--- src/rtl/idle_demote_pkg.sv ---
package idle_demote_pkg;

    typedef enum logic [2:0] {
        CS_ACTIVE = 3'd0,
        CS_LIGHT  = 3'd1,
        CS_MID    = 3'd3,
        CS_DEEP   = 3'd6
    } cstate_e;

    typedef struct packed {
        logic to_mid;
        logic to_shallow;
    } demote_cfg_t;

    // Map a raw request code onto a legal state; unknown codes fall back to C1.
    function automatic cstate_e to_cstate(input logic [2:0] code);
        case (code)
            3'd0:    return CS_ACTIVE;
            3'd1:    return CS_LIGHT;
            3'd3:    return CS_MID;
            3'd6:    return CS_DEEP;
            default: return CS_LIGHT;
        endcase
    endfunction

    // Demotion choice: the C1 path is checked first so it wins over the C3 path.
    function automatic cstate_e pick_grant(input cstate_e req,
                                           input demote_cfg_t cfg,
                                           input logic history_ok);
        if (history_ok) return req;
        case (req)
            CS_DEEP: begin
                if (cfg.to_shallow)  return CS_LIGHT;
                else if (cfg.to_mid) return CS_MID;
                else                 return CS_DEEP;
            end
            CS_MID:  return cfg.to_shallow ? CS_LIGHT : CS_MID;
            default: return req;
        endcase
    endfunction

endpackage

--- src/rtl/idle_residency_meter.sv ---
module idle_residency_meter #(
    parameter int CNT_W = 16
) (
    input  logic             clk,
    input  logic             rst,
    input  logic             idle_i,
    input  logic [CNT_W-1:0] thresh_i,
    output logic             exit_vld_o,
    output logic             long_o
);
    localparam logic [CNT_W-1:0] CNT_MAX = {CNT_W{1'b1}};

    logic [CNT_W-1:0] cnt_q;
    logic             was_idle_q;
    logic             exit_now;

    assign exit_now = was_idle_q && !idle_i;

    always_ff @(posedge clk) begin
        if (rst) begin
            cnt_q      <= '0;
            was_idle_q <= 1'b0;
            exit_vld_o <= 1'b0;
            long_o     <= 1'b0;
        end else begin
            was_idle_q <= idle_i;
            exit_vld_o <= exit_now;
            if (exit_now) long_o <= (cnt_q >= thresh_i);
            if (idle_i) begin
                if (cnt_q != CNT_MAX) cnt_q <= cnt_q + 1'b1;
            end else begin
                cnt_q <= '0;
            end
        end
    end

    AST_EXIT_SINGLE: assert property (@(posedge clk) disable iff (rst)
        exit_vld_o |=> !exit_vld_o);

    AST_EXIT_AFTER_IDLE: assert property (@(posedge clk) disable iff (rst)
        $rose(exit_vld_o) |-> !$past(idle_i));

endmodule

--- src/rtl/demotion_history.sv ---
module demotion_history #(
    parameter int HIST_GOAL = 2
) (
    input  logic clk,
    input  logic rst,
    input  logic exit_vld_i,
    input  logic long_i,
    output logic sufficient_o
);
    localparam int HW = $clog2(HIST_GOAL + 1);
    localparam logic [HW-1:0] GOAL_V = HW'(HIST_GOAL);

    logic [HW-1:0] hist_q;

    always_ff @(posedge clk) begin
        if (rst) begin
            hist_q <= '0;
        end else if (exit_vld_i) begin
            if (!long_i)               hist_q <= '0;
            else if (hist_q != GOAL_V) hist_q <= hist_q + 1'b1;
        end
    end

    assign sufficient_o = (hist_q == GOAL_V);

    AST_HIST_BOUND: assert property (@(posedge clk) disable iff (rst)
        hist_q <= GOAL_V);

    AST_HIST_CLEAR: assert property (@(posedge clk) disable iff (rst)
        (exit_vld_i && !long_i) |=> (hist_q == '0));

    AST_HIST_HOLD: assert property (@(posedge clk) disable iff (rst)
        !exit_vld_i |=> $stable(hist_q));

endmodule

--- src/rtl/demote_policy.sv ---
module demote_policy
    import idle_demote_pkg::*;
(
    input  logic [2:0]  req_code_i,
    input  demote_cfg_t cfg_i,
    input  logic        history_ok_i,
    output cstate_e     grant_o
);
    cstate_e req_legal;

    always_comb begin
        req_legal = to_cstate(req_code_i);
        grant_o   = pick_grant(req_legal, cfg_i, history_ok_i);
    end

    always_comb begin
        AST_POLICY_NOT_DEEPER: assert (grant_o <= req_legal);
    end

endmodule

--- src/rtl/idle_demote_ctrl.sv ---
module idle_demote_ctrl
    import idle_demote_pkg::*;
#(
    parameter int CNT_W     = 16,
    parameter int HIST_GOAL = 2
) (
    input  logic             clk,
    input  logic             rst,
    input  logic [2:0]       req_state,
    input  logic             en_deep_to_mid,
    input  logic             en_to_shallow,
    input  logic [CNT_W-1:0] res_threshold,
    output logic [2:0]       grant_state
);
    demote_cfg_t cfg_q;
    cstate_e     grant_q;
    cstate_e     grant_d;
    logic        idle;
    logic        exit_vld;
    logic        long_period;
    logic        sufficient;

    assign idle = (req_state != 3'd0);

    always_ff @(posedge clk) begin
        if (rst) begin
            cfg_q   <= '0;
            grant_q <= CS_ACTIVE;
        end else begin
            cfg_q.to_mid     <= en_deep_to_mid;
            cfg_q.to_shallow <= en_to_shallow;
            grant_q          <= grant_d;
        end
    end

    idle_residency_meter #(.CNT_W(CNT_W)) u_meter (
        .clk        (clk),
        .rst        (rst),
        .idle_i     (idle),
        .thresh_i   (res_threshold),
        .exit_vld_o (exit_vld),
        .long_o     (long_period)
    );

    demotion_history #(.HIST_GOAL(HIST_GOAL)) u_history (
        .clk          (clk),
        .rst          (rst),
        .exit_vld_i   (exit_vld),
        .long_i       (long_period),
        .sufficient_o (sufficient)
    );

    demote_policy u_policy (
        .req_code_i   (req_state),
        .cfg_i        (cfg_q),
        .history_ok_i (sufficient),
        .grant_o      (grant_d)
    );

    assign grant_state = grant_q;

    AST_PASS_WHEN_OFF: assert property (@(posedge clk) disable iff (rst)
        (!cfg_q.to_mid && !cfg_q.to_shallow) |=>
            (grant_state == 3'($past(to_cstate(req_state)))));

    AST_PASS_WHEN_READY: assert property (@(posedge clk) disable iff (rst)
        sufficient |=> (grant_state == 3'($past(to_cstate(req_state)))));

    AST_SHALLOW_WINS: assert property (@(posedge clk) disable iff (rst)
        (cfg_q.to_shallow && !sufficient && (req_state == 3'd6 || req_state == 3'd3))
            |=> (grant_state == 3'd1));

    AST_MID_ONLY: assert property (@(posedge clk) disable iff (rst)
        (cfg_q.to_mid && !cfg_q.to_shallow && !sufficient && req_state == 3'd6)
            |=> (grant_state == 3'd3));

    AST_ACTIVE_KEPT: assert property (@(posedge clk) disable iff (rst)
        (req_state == 3'd0) |=> (grant_state == 3'd0));

endmodule

--- config.mk ---
export PLATFORM = sky130hd
export DESIGN_NAME = idle_demote_ctrl
export DESIGN_NICKNAME = d
export VERILOG_FILES = /design/src/rtl/idle_demote_pkg.sv /design/src/rtl/idle_residency_meter.sv /design/src/rtl/demotion_history.sv /design/src/rtl/demote_policy.sv /design/src/rtl/idle_demote_ctrl.sv
export SDC_FILE = /design/constraint.sdc
export NUM_CORES = 1
export LEC_CHECK = 0
export ABC_CLOCK_PERIOD_IN_PS = 1900
export CORE_MARGIN = 4
export CORE_UTILIZATION = 30
export CTS_CLUSTER_DIAMETER = 50
export DETAILED_ROUTE_END_ITERATION = 8
export SLEW_MARGIN = 40
export SYNTH_ARGS = -nofsm -noshare
export SYNTH_HDL_FRONTEND = slang
export SYNTH_SLANG_ARGS = --single-unit
--- constraint.sdc ---
create_clock -name clk -period 1.9 [get_ports clk]
set_input_delay 0.38 -clock clk [delete_from_list [all_inputs] [get_ports clk]]
set_output_delay 0.38 -clock clk [all_outputs]
set_load 0.02 [all_outputs]
==> metrics.yaml <==
report.final.hold_viol_count: 0
status: "completed"
critPathKind: "in2reg"
fin_ws_ns: 0.145
synth_ff_type: "dfxtp_1"
grt_first_pass_wirelength_um: 5530
ys_seq_elements: 26
clock-skew-final_ns: 0.00428
clk_pin_slew_worst_paths_ns: 0.09
start_util_pct: 31.9
dp_slack_ns: -0.296
finalSetupViolations: 0
ioPinCount: 26
final_util_pct: 42.1
r2r_slack_ns: 0.26
multi_input_area_sq_um: 951
clockBufferDepth: 2
clk_latency_ns: 0.28
hpwl_um: 2530
min_period_ns: 1.76
place_area_sq_um: 1960
ctsHoldBuffers: 0
cts-root-buf: "clkbuf_8"
synth.yosys.seq_area_share_pct: 33.5
register_area_sq_um: 520
ant_nets: 0
die_w_um: 80
vias: 1346
nNetsFinal: 261
relSlewSlack_pct: 74.1
ys_top_cells_by_area: "dfxtp_1, ha_1, xnor2_1"
synth_most_common_cell: "dfxtp_1"
drv_slew: 0
diodes: 0
syn_to_final_growth_pct: 32.0
synth_area_sq_um: 1560
drv_cap: 0
stdcell_area_sq_um: 2050
cts.sinks: 26
nFillCells: 518
syn-instance-count: 179
cts_tree: "built"
fmax_ghz: 0.570
finalCritPeriodShare_pct: 92.4
drt-total-wl_um: 3200
dr.pass1.iters: 4
dieArea_sq_um: 6400
grt_max_degree: 16
end_kind: "flip-flop"
drtIter0Drc: 51
rows: 25
synth_commonest_cells: "dfxtp_1, nor2_1, inv_1"
min_path_type: "reg2reg"
syn-mean-instance-area_sq_um: 8.69
required_ns: 2.10
ys_warn_count: 0
synth_cell_types: 35
drive_gt1_share_pct: 13.2
async_flop_share_pct: 0
cts_made_buffers: 3
port_buffers: 25
p_leak_uw: 0.000896
yosys.area.top_type: "dfxtp_1"
max-vdd-ir-drop_mv: 0.208
synth_edf_count: 0
die_y_um: 80
antenna_found_initial: 0
drc_errors: 0
yosysTopAreaCellShare_pct: 33.5
post_drt_wl_per_cell_um: 11.2
rsz0062_at_grt: "false"
core_area_sq_um: 4880
vias_per_cell: 4.71
synth_nets: 220
htree_levels: 1
grt_pass1_vias: 1302
path_max_fanout: 2
grt-ovfl-total: 0
grtUsageTotal_pct: 11.0
cp-start-kind: "input pin"
tightest_slew_ns: 0.385
crit_arrival_ns: 1.96
powerDensity_nw_per_um2: 569
gp_congestion: 0.759
[repair_timing]
item	CTS	global route
pin swaps	0	2
buffers inserted	0	2
gates resized for setup	1	1
setup endpoints to repair	1	2
[where the power goes]
part / switching (uW) / internal, uW / leakage, uW / total [uW]
registers: 9.59 / 557 / 0.000211 / 567
clock network: 181 / 282 / 0.0000357 / 464
logic: 54.6 / 83.6 / 0.000649 / 138
total: 246 / 923 / 0.000896 / 1170
[flip-flops by register name (all words and copies together), names as in the netlist]
signal              cells
cfg_q                   2
grant_state             3
u_meter.exit_vld_o      1
u_meter.cnt_q          16
u_history.hist_q        2
u_meter.was_idle_q      1
u_meter.long_o          1
[worst max-delay path: stages]
cell             delay (ns)
clkdlybuf4s50_1        0.45
inv_1                  0.05
ha_1                   0.31
nand4_1                0.12
buf_4                  0.15
nor2_1                 0.15
o31ai_1                0.12
a211oi_1               0.23
[per-layer routing]
layer	track usage, %	vias up	wire, um
li1	-	705	-
met1	12.5	616	1400
met2	18.5	18	1600
met3	3.39	7	145
met4	5.24	0	57
met5	0	-	0
[metrics by stage]
stage               hold slack (ns)  TNS [ns]  instances  power (uW)
global route                  0.552         0        286        1220
finish                        0.507         0        286        1170
CTS                           0.491         0        284        1190
global placement              0.478    -0.230        280         717
floorplan                     0.430         0        179         640
detailed placement            0.472    -0.300        280         719
[final cells by class]
type                            instances  area share [%]
Multi-Input combinational cell        131            46.3
Sequential cell                        26            25.4
Clock inverter                          1            1.46
Tap cell                               67            4.08
Timing Repair Buffer                   39            17.3
Clock buffer                            3            2.01
Inverter                               19            3.47
[logic make-up after synthesis]
logic type	synth area share, %
multiplexers	1.29
flip-flops	33.5
buffers and inverters	5.79
AND/OR/NAND/NOR	24.1
adder cells (fa/ha/maj)	14.5
XOR/XNOR	6.19
AO/OA/AOI/OAI	14.6
[cells in the final DEF (no fill, tap or decap), types with 2 or more instances in the layout]
cell type        netlist  layout
nor3_1                 2       2
a31oi_1                2       2
nand4_1                4       4
a21oi_1               11      11
a211oi_1               8       8
clkdlybuf4s50_1        0      25
ha_1                  18      18
nor2b_1                4       4
mux2i_1                2       2
nor3_4                 2       2
nor2_1                22      22
clkbuf_8               0       3
xnor2_1               11      11
nand2_1               14      14
nand4_4                2       2
nand3_1                7       7
inv_1                 19      19
o21ai_0                5       5
buf_4                  0      14
a211oi_2               2       2
dfxtp_1               26      26
[final timing paths]
path	cells past startpoint	from	to
setup reg to reg	7	u_meter.cnt_q[0]$_SDFFE_PP0P_	u_meter.cnt_q[4]$_SDFFE_PP0P_
hold reg to reg	2	u_meter.was_idle_q$_SDFF_PP0_	u_meter.exit_vld_o$_SDFF_PP0_
hold / removal	2	u_meter.was_idle_q$_SDFF_PP0_	u_meter.exit_vld_o$_SDFF_PP0_
setup / recovery	8	res_threshold[15]	u_meter.long_o$_SDFFE_PP0P_
Note: power is estimated with default switching activity, not from simulation.
